[config.mk]
export PLATFORM = sky130hd
export DESIGN_NAME = qdma_evt_latch
export DESIGN_NICKNAME = d
export VERILOG_FILES = /design/src/rtl/qdma_evt_pkg.sv /design/src/rtl/qdma_trig_match.sv /design/src/rtl/qdma_prio_pick.sv /design/src/rtl/qdma_reg_rd.sv /design/src/rtl/qdma_evt_latch.sv
export SDC_FILE = /design/constraint.sdc
export NUM_CORES = 1
export LEC_CHECK = 0
export BUFFER_PORTS_ARGS = -buffer_cell sky130_fd_sc_hd__clkbuf_2
export CAP_MARGIN = 20
export CORE_ASPECT_RATIO = 1.4
export CORE_MARGIN = 10
export CORE_UTILIZATION = 42
export DETAILED_ROUTE_END_ITERATION = 6
export HOLD_SLACK_MARGIN = 0.1
export PLACE_DENSITY = 0.64
export REMOVE_ABC_BUFFERS = 1
export SLEW_MARGIN = 20
export SYNTH_ARGS = -nofsm -noshare
export SYNTH_HDL_FRONTEND = slang
export SYNTH_SLANG_ARGS = --single-unit
[constraint.sdc]
create_clock -name clk -period 3.2 [get_ports clk]
set_input_delay 0.32 -clock clk [delete_from_list [all_inputs] [get_ports clk]]
set_output_delay 0.32 -clock clk [all_outputs]
set_load 0.05 [all_outputs]
[src/rtl/qdma_evt_pkg.sv]
package qdma_evt_pkg;
    localparam int NUM_CH  = 8;
    localparam int CH_W    = $clog2(NUM_CH);
    localparam int ENTRY_W = 9;
    localparam int WORD_W  = 3;
    localparam int MAP_W   = ENTRY_W + WORD_W;
    localparam int ADDR_W  = MAP_W + 2;
    localparam int REG_AW  = 4;
    localparam int RDATA_W = 32;

    localparam logic [REG_AW-1:0] REG_ENABLE  = REG_AW'(NUM_CH);
    localparam logic [REG_AW-1:0] REG_PENDING = REG_AW'(NUM_CH + 1);
    localparam logic [REG_AW-1:0] REG_MISSED  = REG_AW'(NUM_CH + 2);

    typedef logic [NUM_CH-1:0] chvec_t;
    typedef logic [MAP_W-1:0]  map_t;

    typedef struct packed {
        chvec_t                 evt;
        chvec_t                 miss;
        chvec_t                 en;
        map_t [NUM_CH-1:0]      map;
    } ctl_state_t;
endpackage

[src/rtl/qdma_trig_match.sv]
module qdma_trig_match
    import qdma_evt_pkg::*;
(
    input  logic                  wr_en,
    input  logic [ADDR_W-1:0]     wr_addr,
    input  map_t [NUM_CH-1:0]     map,
    output chvec_t                hit
);
    for (genvar c = 0; c < NUM_CH; c++) begin : g_ch
        logic [ADDR_W-1:0] trig_addr;
        assign trig_addr = {map[c], 2'b00};
        assign hit[c]    = wr_en && (wr_addr == trig_addr);
    end
endmodule

[src/rtl/qdma_prio_pick.sv]
module qdma_prio_pick
    import qdma_evt_pkg::*;
(
    input  chvec_t            pend,
    output logic              valid,
    output logic [CH_W-1:0]   idx,
    output chvec_t            onehot
);
    always_comb begin
        idx = '0;
        for (int i = NUM_CH - 1; i >= 0; i--) begin
            if (pend[i]) begin
                idx = CH_W'(i);
            end
        end
    end

    assign valid  = |pend;
    assign onehot = pend & (~pend + chvec_t'(1));
endmodule

[src/rtl/qdma_reg_rd.sv]
module qdma_reg_rd
    import qdma_evt_pkg::*;
(
    input  logic [REG_AW-1:0]   addr,
    input  ctl_state_t          st,
    output logic [RDATA_W-1:0]  rdata
);
    always_comb begin
        rdata = '0;
        if (addr < REG_AW'(NUM_CH)) begin
            rdata[MAP_W-1:0] = st.map[addr[CH_W-1:0]];
        end else begin
            case (addr)
                REG_ENABLE:  rdata[NUM_CH-1:0] = st.en;
                REG_PENDING: rdata[NUM_CH-1:0] = st.evt;
                REG_MISSED:  rdata[NUM_CH-1:0] = st.miss;
                default:     rdata = '0;
            endcase
        end
    end
endmodule

[src/rtl/qdma_evt_latch.sv]
module qdma_evt_latch
    import qdma_evt_pkg::*;
(
    input  logic                 clk,
    input  logic                 rst_n,
    input  logic                 bus_wr_en,
    input  logic [ADDR_W-1:0]    bus_wr_addr,
    input  logic                 link_wr_en,
    input  logic [ADDR_W-1:0]    link_wr_addr,
    input  logic                 reg_we,
    input  logic [REG_AW-1:0]    reg_addr,
    input  logic [MAP_W-1:0]     reg_wdata,
    output logic [RDATA_W-1:0]   reg_rdata,
    output logic                 req_valid,
    output logic [CH_W-1:0]      req_chan,
    input  logic                 req_ready
);
    ctl_state_t state_q, state_d;

    chvec_t bus_hit, link_hit, qual, grant_oh, clr, w1c, lost;
    chvec_t evt_vec, miss_vec;

    assign evt_vec  = state_q.evt;
    assign miss_vec = state_q.miss;

    qdma_trig_match u_bus_match (
        .wr_en   (bus_wr_en),
        .wr_addr (bus_wr_addr),
        .map     (state_q.map),
        .hit     (bus_hit)
    );

    qdma_trig_match u_link_match (
        .wr_en   (link_wr_en),
        .wr_addr (link_wr_addr),
        .map     (state_q.map),
        .hit     (link_hit)
    );

    qdma_prio_pick u_pick (
        .pend    (state_q.evt),
        .valid   (req_valid),
        .idx     (req_chan),
        .onehot  (grant_oh)
    );

    qdma_reg_rd u_rd (
        .addr    (reg_addr),
        .st      (state_q),
        .rdata   (reg_rdata)
    );

    always_comb begin
        qual = (bus_hit | link_hit) & state_q.en;
        clr  = (req_valid && req_ready) ? grant_oh : '0;
        w1c  = (reg_we && reg_addr == REG_MISSED) ? reg_wdata[NUM_CH-1:0] : '0;
        lost = qual & state_q.evt;

        state_d      = state_q;
        state_d.evt  = (state_q.evt & ~clr) | qual;
        state_d.miss = (state_q.miss & ~w1c) | lost;
        if (reg_we && reg_addr == REG_ENABLE) begin
            state_d.en = reg_wdata[NUM_CH-1:0];
        end
        if (reg_we && reg_addr < REG_AW'(NUM_CH)) begin
            state_d.map[reg_addr[CH_W-1:0]] = reg_wdata;
        end
    end

    always_ff @(posedge clk) begin
        if (!rst_n) begin
            state_q <= '0;
        end else begin
            state_q <= state_d;
        end
    end
endmodule

==> Word level (Yosys, flattened, before mapping) <==
Index checks and enable logic that the tools add are counted.
{ "word_totals": {"elab_cells": 84, "out_inout_bits": 36, "reg_bits": 120, "input_bits": 50} }
{ "op_classes": {"magnitude_cmp": 3, "eq_ne": 19, "bitwise_logic": 11, "add_sub_neg": 1, "n_reduce_logical": 22, "mux": 17} }
{ "ops": {"columns": ["cell", "count"], "rows": [
  ["== test 14 bit", 16],
  ["bitwise mux 96 bit", 1],
  ["AND 8 bit", 5],
  ["binary-select mux 12 bit (select 3 bit)", 1],
  ["demux 12 bit (select 3 bit)", 1],
  ["two-way mux 12 bit", 3],
  ["two-way mux 3 bit", 8],
  ["NOT 8 bit", 3],
  ["OR 8 bit", 3],
  ["one-hot mux 8 bit (3 select lines)", 1],
  ["logical AND 1 bit", 21],
  ["two-way mux 8 bit", 2],
  ["== test 4 bit (second input constant)", 3],
  ["adder 8 x 1 -> 8 bit (second input constant)", 1],
  ["OR reduction 8 bit", 1],
  ["< comparator 3 x 4 -> 1 bit (second input constant)", 1],
  ["< comparator 4 bit (second input constant)", 1],
  ["greater-or-equal comparator 3 x 1 -> 1 bit (second input constant)", 1]
]} }

==> Depth between registers and ports, before layout <==
Gate-level depths: netlist (run 1).
{ "logic_depth": {"ltp_word": 8, "mapped_depth": 8, "mapped_depth_nobuf": 5} }

==> By module <==
Synthesis (run 1) repeated with hierarchy kept, for this count alone.
{ "hier_totals": {"cells_unflattened": 888, "hier_area_um2": 8420.6} }
{ "by_module_without_submodules": {"columns": ["module", "seq_area_each_um2", "cells_each", "n_inst", "area_each_um2"], "rows": [
  ["qdma_evt_latch", 2402.3, 448, 1, 4514.3],
  ["qdma_trig_match", 0.0, 149, 2, 1265.0],
  ["qdma_reg_rd", 0.0, 119, 1, 1237.4],
  ["qdma_prio_pick", 0.0, 23, 1, 138.9]
]} }

==> Worst setup path after synthesis (run 1) <==
OpenSTA, ideal clock, no wires.
{ "synth_path": {"path_kind": "input-to-output", "from": "in reg_addr[0]", "to": "out reg_rdata[2]", "path_stages": 7, "n_path_buf": 2, "arrival_time_ns": 2.138, "required_ns": 2.880, "path_slack_ns": 0.742, "path_cell_list": "buf_6 -> nor2b_1 -> buf_2 -> a22oi_1 -> a21oi_1 -> a311oi_1 -> o21ai_0"} }
{ "synth_between": {"elab_chain_cells": 3, "word_cells_on_any_way": 8, "classes_between": "order compare (1); eq/ne (3); mux (4)"} }
{ "synth_rtl": {"columns": ["element", "line", "text"], "rows": [
  ["from (decl)", "qdma_evt_latch.sv:11", "input logic [REG_AW-1:0] reg_addr,"],
  ["== test 4 bit or binary-select mux 12 bit (select 3 bit) (tied branches)", "qdma_reg_rd.sv:13, qdma_reg_rd.sv:11", null],
  ["one-hot mux 8 bit (3 select lines) or two-way mux 12 bit (tied branches)", "qdma_reg_rd.sv:13, qdma_reg_rd.sv:11", null],
  ["two-way mux 12 bit *", "qdma_reg_rd.sv:10", "if (addr < REG_AW'(NUM_CH)) begin"],
  ["to (decl)", "qdma_evt_latch.sv:13", "output logic [RDATA_W-1:0] reg_rdata,"]
]} }
Every way passes the cells marked *; elsewhere a longest branch is shown, timed or not. The select of a mux whose other input is x is not followed.

==> Worst setup path after layout (run 1) <==
Ends and elaborated chain as after synthesis.

==> results of run 1 <==
## cells in the mapped netlist, drive strengths merged (5+ instances only)
cell and count:
a22oi 10, nor3 6, nand3 62, nor2 81, a41oi 5, mux2i 75, mux4 16, o22ai 6
a21oi 59, nand2 93, o21ai 26, xnor2 147, dfxtp 120, clkbuf 32, buf 69, nand4 27
nor4 22, xor2 45, inv 5
## sequential cells by signal (all words and copies together), names as in the netlist
name      count
state_q     104
miss_vec      8
evt_vec       8
## power by group through the flow
stage	sequential, mW	combinational, mW	clock (mW)
final	1.54	0.564	2.19
after global routing	1.54	0.591	2.27
after CTS	1.54	0.557	2.21
after detailed placement	1.57	0.555	0
after global placement	1.57	0.555	0
after floorplan	1.56	0.292	0
## per-layer routing
layer	wire, um	vias up
li1	-	3246
met1	11700	3417
met2	15100	301
met3	1750	88
met4	1850	0
met5	0	-
## final timing paths
| check | start | endpoint | slack, ns | cells after the start |
|---|---|---|---|---|
| worst max-delay path | reg_addr[0] | reg_rdata[2] | 0.66 | 7 |
| worst min-delay path | reg_wdata[9] | state_q[21]$_SDFFE_PN0P_ | 0.23 | 3 |
| worst max register to register | state_q[91]$_SDFFE_PN0P_ | miss_vec[7]$_SDFF_PN0_ | 1.39 | 5 |
| worst min register to register | miss_vec[6]$_SDFF_PN0_ | miss_vec[6]$_SDFF_PN0_ | 0.48 | 2 |
## critical path, stage by stage
cell and delay, ns:
clkbuf_2 0.13, nor2b_1 0.75, a22oi_1 0.21, a21oi_1 0.20
a311oi_1 0.07, o21ai_0 0.35, buf_12 0.19
## metrics by stage
step	setup slack (ns)	util (%)	std cells	area, sq um
2_1_floorplan	0.703	-	854	7470
3_3_place_gp	0.675	45.1	1195	8390
3_5_place_dp	0.688	45.1	1195	8390
4_1_cts	0.662	48.7	1227	9060
5_1_grt	0.495	48.7	1227	9060
6_report	0.657	48.7	1227	9060
## kinds of logic (layout without fill, tap and decap cells)
kind of cell,count (synthesis),after routing,share of synthesized area (%)
flip-flops,120,120,30.2
buffers and inverters,106,134,7.23
AO/OA/AOI/OAI,116,116,8.32
AND/OR/NAND/NOR,307,307,18.7
multiplexers,94,94,14.4
other,1,20,0.0471
XOR/XNOR,192,192,21.1
## area by class of cell
cell class / count / area share (%)
sequential: 120 / 26.5
tap: 244 / 3.37
multi-input combinational: 729 / 55.8
timing repair buffer: 97 / 6.69
inverter: 5 / 0.221
clock inverter: 11 / 2.13
clock buffer: 21 / 5.30
==> run_results.csv, run 1 <==
group,metric,value,unit
route,route.detailed.drc,0,
route,routedWlPerCell,24.7,um
timing,final-hold-violation-count,0,
yosys,synthesis.yosys.warnings,0,
global_routing,grt_max_degree,112,
placed_design,post-dp-hpwl,22900,um
clock_network,cts_hold_buf,0,
clock_network,clockBufferDepth,2,
floorplanning,die_w,136,um
critical_path,cp-end-kind,"output pin",
yosys,synthArstFlopShare,0,%
critical_path,cp_max_fo,10,
yosys,syn_area,7960,sq um
floorplanning,io_pins,86,
global_routing,antenna_found_initial,0,
cells_and_area,num-fill-cells,1812,
clock_network,clock_latency,0.43,ns
global_routing,globalRoute.totalOverflow,0,
yosys,synth-edff-count,0,
timing,fin_crit_sh,79.5,%
route,viasPerCell,5.75,
global_routing,grt_use_met2,40.9,%
pwr,p_total,4.30,mW
route,drtIter0Drc,663,
clock_network,cts_htree_levels,4,
yosys,yosys.area.top_type_share,30.2,%
timing,fmax,0.393,GHz
critical_path,required,2.88,ns
clock_network,clk_pin_slew,0.06,ns
cells_and_area,multiInputGateArea,5050,sq um
global_routing,grt_pass1_wl,44300,um
placed_design,gp_congestion,0.994,
yosys,synth-main-ff-cell,"dfxtp_1",
pwr,p_leak,3.19,nW
pwr,pwr-share-comb,13.1,%
critical_path,start_kind,"input port",
floorplanning,die_y,183,um
yosys,ys_types,46,
timing,rsz0062_at_grt,"false",
global_routing,grt_pass1_vias,6873,
route,drt_wl_total,30300,um
timing,slew_violations,0,
hold_path,hp-class,"in2reg",
timing,fin_hold_ws,0.226,ns
critical_path,crit_type,"in2out",
pwr,clock_power_share,51.1,%
route,first_pass_iters,5,
cells_and_area,drive_above_1_share,16.3,%
pwr,ir_worst_vdd,0.356,mV
timing,tightest_slew,0.932,ns
yosys,syn_avg_cell_area,8.50,sq um
pwr,switchingPower,1.14,mW
clock_network,clock_sinks,120,
timing,slew_headroom,37.8,%
yosys,synth_seq_cells,120,
yosys,synth_area_leader_cell,"dfxtp_1",
status,status,"finished, final reports clean",
global_routing,busiest_layer,"met2",
floorplanning,initial_core_util,42.8,%
cells_and_area,fin_nets,1020,
route,ant_nets,0,
pwr,p_seq_share,35.8,%
yosys,synthCells,936,
clock_network,cts_root_buf,"clkbuf_16",
global_routing,grt_use_total,24.1,%
cells_and_area,layout_commonest_cell,"xnor2_1",
cells_and_area,regArea,2400,sq um
global_routing,grtUsageMet1,27.4,%
pwr,p_sw_share,26.6,%
timing,setup_tns,0,ns
cells_and_area,num_antenna_cells,0,
cells_and_area,area_growth,13.8,%
clock_network,cts_tree,"built",
cells_and_area,mostFrequentLayoutCells,"xnor2_1, dfxtp_1, nand2_1",
yosys,synth_area_leaders,"dfxtp_1, xnor2_1, mux2i_1",
route,vias,7052,
clock_network,postCtsSetupRepairBufs,0,
pwr,cellPowerDensity,474,nW/um^2
clock_network,cts_buffers,17,
run,cap_violations,0,
critical_path,critPathArrivalTime,2.22,ns
yosys,seq_area_frac_synth,30.2,%
timing,finalSetupViolations,0,
floorplanning,num_rows,59,
timing,period_minus_slack,2.54,ns
pwr,p_int,3.16,mW
placed_design,portBuffers,65,
floorplanning,dieArea,24900,sq um
floorplanning,core_area,18600,sq um
global_routing,grt_util_met3,3.88,%
clock_network,cts_resized,0,
timing,fin_skew,0.0116,ns
No activity file was read; power rests on OpenSTA's default activity.
==> run 2: changes to the inputs <==
--- a/config.mk
+++ b/config.mk
@@ -5,6 +5,7 @@
 export SDC_FILE = /design/constraint.sdc
 export NUM_CORES = 1
 export LEC_CHECK = 0
+export ABC_AREA = 1
 export BUFFER_PORTS_ARGS = -buffer_cell sky130_fd_sc_hd__clkbuf_2
 export CAP_MARGIN = 20
 export CORE_ASPECT_RATIO = 1.4
==> constraint.sdc (replaced) <==
create_clock -name clk -period 2.6 [get_ports clk]
set_input_delay 0.26 -clock clk [delete_from_list [all_inputs] [get_ports clk]]
set_output_delay 0.26 -clock clk [all_outputs]
set_load 0.05 [all_outputs]
==> run 2 against run 1 <==
Net effect:
- worst setup slack got worse by 0.42 ns
- routed wire length up 6.2%
- total power increased by 18%
- non-clock buffer count decreased by 15
- final cell count rose by 41%
- sequential cell count unchanged
- critical path type unchanged
- critical endpoint is now reg_rdata[1]
- highest routed layer unchanged
==> run_results.csv, run 2 <==
group,metric,value,unit
status,status,"finished, final reports clean",
cells_and_area,largest_register_ffs,104,
timing,setup_tns,0,ns
critical_path,cpMaxStageDelayCell,"nand2_1",
yosys,yosys-top-cells-count,"nand2_1, inv_1, nor2_1",
timing,finalSetupViolations,0,
timing,rsz0062_at_grt,"false",
placed_design,gp_congestion,0.983,
critical_path,crit_chain,"clkbuf_2 -> nor2_1 -> nand2_1 -> inv_1 -> nand2_1 -> nand4_1 -> o31ai_1 -> nand2_1 -> clkbuf_2",
yosys,ys_types,32,
hold_path,hp-class,"in2reg",
cells_and_area,drive_above_1_share,8.95,%
clock_network,cts_buffers,17,
global_routing,antenna_found_initial,0,
timing,fin_crit_sh,90.8,%
yosys,synthesis.yosys.warnings,0,
yosys,syn_area,8270,sq um
clock_network,clk_pin_slew,0.06,ns
pwr,p_leak,4.14,nW
yosys,synth-main-ff-cell,"dfxtp_1",
timing,final-hold-violation-count,0,
critical_path,max_stage_delay,0.51,ns
timing,slew_violations,0,
yosys,synth-edff-count,0,
clock_network,postCtsSetupRepairBufs,0,
critical_path,reg2reg_to,"miss_vec[4]$_SDFF_PN0_",
critical_path,critPathArrivalTime,2.10,ns
yosys,synth_area_leaders,"dfxtp_1, nand2_1, a21oi_1",
cells_and_area,regArea,2400,sq um
placed_design,place_area,8710,sq um
cells_and_area,fin_nets,1523,
critical_path,rr_worst_depth,10,
yosys,seq_area_frac_synth,29.1,%
clock_network,cts_resized,0,
floorplanning,core_area,19300,sq um
cells_and_area,area_growth,12.6,%
clock_network,cts_root_buf,"clkbuf_16",
yosys,synth_seq_cells,120,
floorplanning,initial_core_util,42.8,%
critical_path,r2r_slack,0.99,ns
run,cap_violations,0,
critical_path,cp_max_fo,12,
route,drtIter0Drc,896,
yosys,yosys.area.top_type_share,29.1,%
cells_and_area,multiInputGateArea,4940,sq um
route,ant_nets,0,
yosys,synthCells,1422,
critical_path,start_kind,"input port",
global_routing,grt_max_degree,60,
floorplanning,die_w,139,um
pwr,cellPowerDensity,546,nW/um^2
global_routing,grt_pass1_vias,8815,
yosys,yosysMostFrequentCell,"nand2_1",
timing,fmax,0.423,GHz
route,drt_wl_total,32200,um
route,routedWlPerCell,18.6,um
critical_path,required,2.34,ns
floorplanning,dieArea,25800,sq um
placed_design,post-dp-hpwl,24700,um
critical_path,cp-end-kind,"output pin",
yosys,synthArstFlopShare,0,%
route,viasPerCell,5.33,
cells_and_area,layout_commonest_cell,"nand2_1",
critical_path,cp_common_cell,"nand2_1",
pwr,ir_worst_vdd,0.414,mV
floorplanning,die_y,186,um
timing,fin_skew,0.0110,ns
clock_network,clock_sinks,120,
floorplanning,io_pins,86,
clock_network,cts_htree_levels,4,
placed_design,portBuffers,65,
timing,period_minus_slack,2.36,ns
yosys,syn_avg_cell_area,5.81,sq um
global_routing,grt_pass1_wl,49200,um
hold_path,min_delay_worst_endpoint,"state_q[103]$_SDFFE_PN0P_",
route,vias,9248,
cells_and_area,num-fill-cells,2103,
cells_and_area,mostFrequentLayoutCells,"nand2_1, inv_1, nor2_1",
clock_network,cts_hold_buf,0,
route,first_pass_iters,6,
yosys,synth_area_leader_cell,"dfxtp_1",
route,route.detailed.drc,0,
timing,slew_headroom,54.3,%
clock_network,clock_latency,0.43,ns
clock_network,clockBufferDepth,2,
global_routing,grt_use_total,24.5,%
global_routing,globalRoute.totalOverflow,0,
hold_path,holdPathStages,3,
critical_path,crit_type,"in2out",
cells_and_area,num_antenna_cells,0,
floorplanning,num_rows,60,
clock_network,cts_tree,"built",
cells_and_area,regMostFlops,"state_q",
timing,tightest_slew,0.684,ns
cells_and_area,design_area,9310,sq um
hold_path,min_from,"reg_wdata[7]",
critical_path,r2r_start,"state_q[54]$_SDFFE_PN0P_",
-- run 2: changes by cell type after synthesis, sizes merged, moves of 45 or more --
cell   delta
nor2     +57
inv     +144
a21oi    +69
xnor2   -105
mux2i    -75
nand2   +451
o21ai    +98
xor2     -45
-- run 2: worst max-delay path, delay by kind of cell --
| family | cells | cell delay (ns) |
|---|---|---|
| and+or+nand+nor | 5 | 0.93 |
| buffers and inverters | 3 | 0.64 |
| AOI/OAI and AO/OA | 1 | 0.27 |
-- run 2: metrics by stage --
| step | hold slack [ns] | utilization (%) | power [mW] | instances | setup WS [ns] |
|---|---|---|---|---|---|
| 6_report | 0.131 | 48.2 | 5.09 | 1734 | 0.238 |
| 5_1_grt | 0.160 | 48.2 | 5.27 | 1734 | 0.142 |
| 4_1_cts | 0.129 | 48.2 | 5.09 | 1734 | 0.323 |
| 3_5_place_dp | 0.471 | 45.1 | 2.66 | 1702 | 0.334 |
| 3_3_place_gp | 0.471 | 45.1 | 2.65 | 1702 | 0.395 |
| 2_1_floorplan | 0.395 | - | 2.37 | 1372 | 0.640 |
-- run 2: power by group --
part / leakage (nW) / total, mW / internal (mW) / switching [mW]
Combinational: 2.87 / 0.717 / 0.199 / 0.519
Clock: 0.293 / 2.45 / 1.46 / 0.994
Sequential: 0.970 / 1.92 / 1.87 / 0.0423
Total: 4.14 / 5.09 / 3.53 / 1.56
-- run 2: worst max-delay path by stage --
| stage | startpoint | end | depth (start not counted) |
|---|---|---|---|
| 4_1_cts | reg_addr[2] | reg_rdata[1] | 9 |
| 3_5_place_dp | reg_addr[2] | reg_rdata[1] | 9 |
| 5_1_grt | reg_addr[2] | reg_rdata[7] | 9 |
| 6_report | reg_addr[2] | reg_rdata[1] | 9 |
| 3_3_place_gp | reg_addr[1] | reg_rdata[3] | 9 |
| 2_1_floorplan | reg_addr[0] | reg_rdata[9] | 5 |
-- run 2: cells by family (layout without fill, tap and decap cells) --
group	after synthesis	after routing	synth area share, %
XOR/XNOR	42	42	4.45
AO/OA/AOI/OAI	303	303	19.6
buffers and inverters	227	272	12.1
other	1	20	0.0454
AND/OR/NAND/NOR	729	729	34.8
flip-flops	120	120	29.1
-- run 2: layout make-up --
type / count / share of cell area (%)
Inverter: 158 / 6.37
Clock inverter: 14 / 1.72
Clock buffer: 18 / 4.72
Tap cell: 248 / 3.33
Sequential cell: 120 / 25.8
Multi-Input combinational cell: 1094 / 53.1
Timing Repair Buffer: 82 / 5.00
-- run 2: metal layers --
layer | GRT usage [%] | routed length, um | vias to the layer above
li1 | - | - | 4579
met1 | 28.5 | 13200 | 4147
met2 | 40.7 | 14900 | 420
met3 | 4.46 | 2090 | 102
met4 | 15.8 | 2020 | 0
met5 | 0 | 0 | -
==> run 3: changes to the inputs <==
==> constraint.sdc (replaced) <==
create_clock -name clk -period 2.95 [get_ports clk]
set_input_delay 0.295 -clock clk [delete_from_list [all_inputs] [get_ports clk]]
set_output_delay 0.295 -clock clk [all_outputs]
set_load 0.05 [all_outputs]
==> run 3 against run 2 <==
Net effect:
- the flow now finishes with violations (DRC)
- via count down 0.82%
- total power is 13% lower
- final cell count shrank 0.35%
- non-clock buffer count fell by 6
- critical path depth did not move
- worst setup slack better by 0.18 ns
- hold slack better by 0.043 ns
- sequential cell count did not move
- critical path type unchanged
- highest routed layer unchanged
==> run_results.csv, run 3 (synthesis gave the netlist of run 2 again) <==
group,metric,value,unit
timing,setup_tns,0,ns
cells_and_area,fin_nets,1517,
pwr,p_total,4.45,mW
cells_and_area,drive_above_1_share,8.45,%
global_routing,grt_max_degree,49,
placed_design,pre_cts_ws,0.519,ns
timing,fmax,0.395,GHz
cells_and_area,layout_commonest_cell,"nand2_1",
clock_network,clock_sinks,120,
global_routing,antenna_found_initial,0,
clock_network,clockBufferDepth,2,
timing,slew_headroom,53.4,%
timing,fin_crit_sh,85.9,%
floorplanning,die_y,186,um
route,vias,9172,
pwr,p_sw_share,29.3,%
pwr,cellPowerDensity,481,nW/um^2
clock_network,clock_latency,0.43,ns
placed_design,post-dp-hpwl,24700,um
pwr,p_seq_share,38.0,%
pwr,ir_worst_vdd,0.387,mV
placed_design,gp_congestion,1.00,
global_routing,grt_use_total,24.2,%
critical_path,required,2.65,ns
clock_network,cts_root_buf,"clkbuf_16",
clock_network,cts_buffers,17,
cells_and_area,area_growth,11.8,%
clock_network,cts_hold_buf,0,
placed_design,dp_cells,1696,
cells_and_area,fin_cells,1728,
timing,tightest_slew,0.698,ns
critical_path,start_kind,"input port",
clock_network,postCtsSetupRepairBufs,0,
status,status,"complete, but fails checks",
route,first_pass_iters,7,
route,viasPerCell,5.31,
cells_and_area,largest_register_ffs,104,
floorplanning,core_area,19300,sq um
pwr,p_leak,4.09,nW
floorplanning,io_pins,86,
timing,finalSetupViolations,0,
timing,slew_violations,0,
pwr,pwr-share-comb,14.1,%
clock_network,clk_pin_slew,0.06,ns
clock_network,cts_htree_levels,4,
route,drt_wl_total,32200,um
critical_path,cp-end-kind,"output pin",
run,cap_violations,0,
route,ant_nets,0,
clock_network,cts_tree,"built",
timing,final-hold-violation-count,0,
cells_and_area,num_antenna_cells,0,
cells_and_area,num-fill-cells,2106,
clock_network,cts_resized,0,
timing,period_minus_slack,2.53,ns
pwr,clock_power_share,47.9,%
route,drtIter0Drc,838,
hold_path,hp-class,"in2reg",
cells_and_area,mostFrequentLayoutCells,"nand2_1, inv_1, nor2_1",
timing,worst_slack,0.415,ns
pwr,switchingPower,1.30,mW
cells_and_area,regArea,2400,sq um
cells_and_area,regMostFlops,"state_q",
critical_path,max_stage_delay,0.41,ns
global_routing,grt_pass1_wl,48700,um
route,routedWlPerCell,18.7,um
cells_and_area,multiInputGateArea,4940,sq um
critical_path,cpMaxStageDelayCell,"nand3_1",
status,violations,"DRC",
global_routing,grt_pass1_vias,8540,
floorplanning,initial_core_util,42.8,%
route,route.detailed.drc,1,
floorplanning,num_rows,60,
timing,rsz0062_at_grt,"false",
global_routing,globalRoute.totalOverflow,0,
timing,fin_skew,0.0102,ns
floorplanning,dieArea,25800,sq um
floorplanning,die_w,139,um
critical_path,crit_chain,"clkbuf_2 -> inv_1 -> nand3_1 -> inv_1 -> nand2_1 -> nand4_1 -> o31ai_1 -> nand2_1 -> clkbuf_2",
placed_design,portBuffers,65,
pwr,p_int,3.14,mW
critical_path,crit_type,"in2out",
critical_path,critPathArrivalTime,2.24,ns
critical_path,cp_max_fo,8,
run 3: final cells by class:
| type | instances | area share [%] |
|---|---|---|
| clock inverter | 13 | 1.68 |
| timing repair buffer | 76 | 4.41 |
| clock buffer | 19 | 4.69 |
| sequential | 120 | 26.0 |
| multi-input combinational | 1094 | 53.4 |
| tap | 248 | 3.36 |
| inverter | 158 | 6.42 |
run 3: per-stage QoR:
stage          utilization [%]  hold slack, ns  instance area (sq um)
6_report                  47.9           0.174                   9240
5_1_grt                   47.9           0.212                   9240
4_1_cts                   47.9           0.175                   9240
3_5_place_dp              44.8           0.474                   8650
3_3_place_gp              44.8           0.471                   8650
2_1_floorplan                -           0.430                   7930
run 3: power by group through the flow:
stage	logic [mW]	registers, mW	clock network (mW)
2_1_floorplan	0.381	1.71	0
3_3_place_gp	0.609	1.72	0
3_5_place_dp	0.611	1.72	0
4_1_cts	0.615	1.69	2.14
5_1_grt	0.687	1.69	2.21
6_report	0.627	1.69	2.13
run 3: worst max-delay path: cells and delay by family:
family                 cells  cell delay (ns)
AO/OA/AOI/OAI              1             0.31
AND/OR/NAND/NOR            4             0.78
buffers and inverters      4             0.85
run 3: layer usage:
metal,vias up,GRT usage [%],routed length (um)
li1,4568,-,-
met1,4097,28.4,13200
met2,414,40.7,15000
met3,93,3.88,2220
met4,0,14.6,1850
met5,-,0,0
run 3: worst paths after layout:
check | startpoint | endpoint | slack [ns] | cells after the start
worst min register to register | state_q[99]$_SDFFE_PN0P_ | evt_vec[3]$_SDFF_PN0_ | 0.48 | 2
worst min-delay path | reg_wdata[1] | state_q[97]$_SDFFE_PN0P_ | 0.17 | 3
worst max register to register | state_q[40]$_SDFFE_PN0P_ | miss_vec[3]$_SDFF_PN0_ | 1.32 | 10
worst max-delay path | reg_addr[2] | reg_rdata[3] | 0.42 | 9
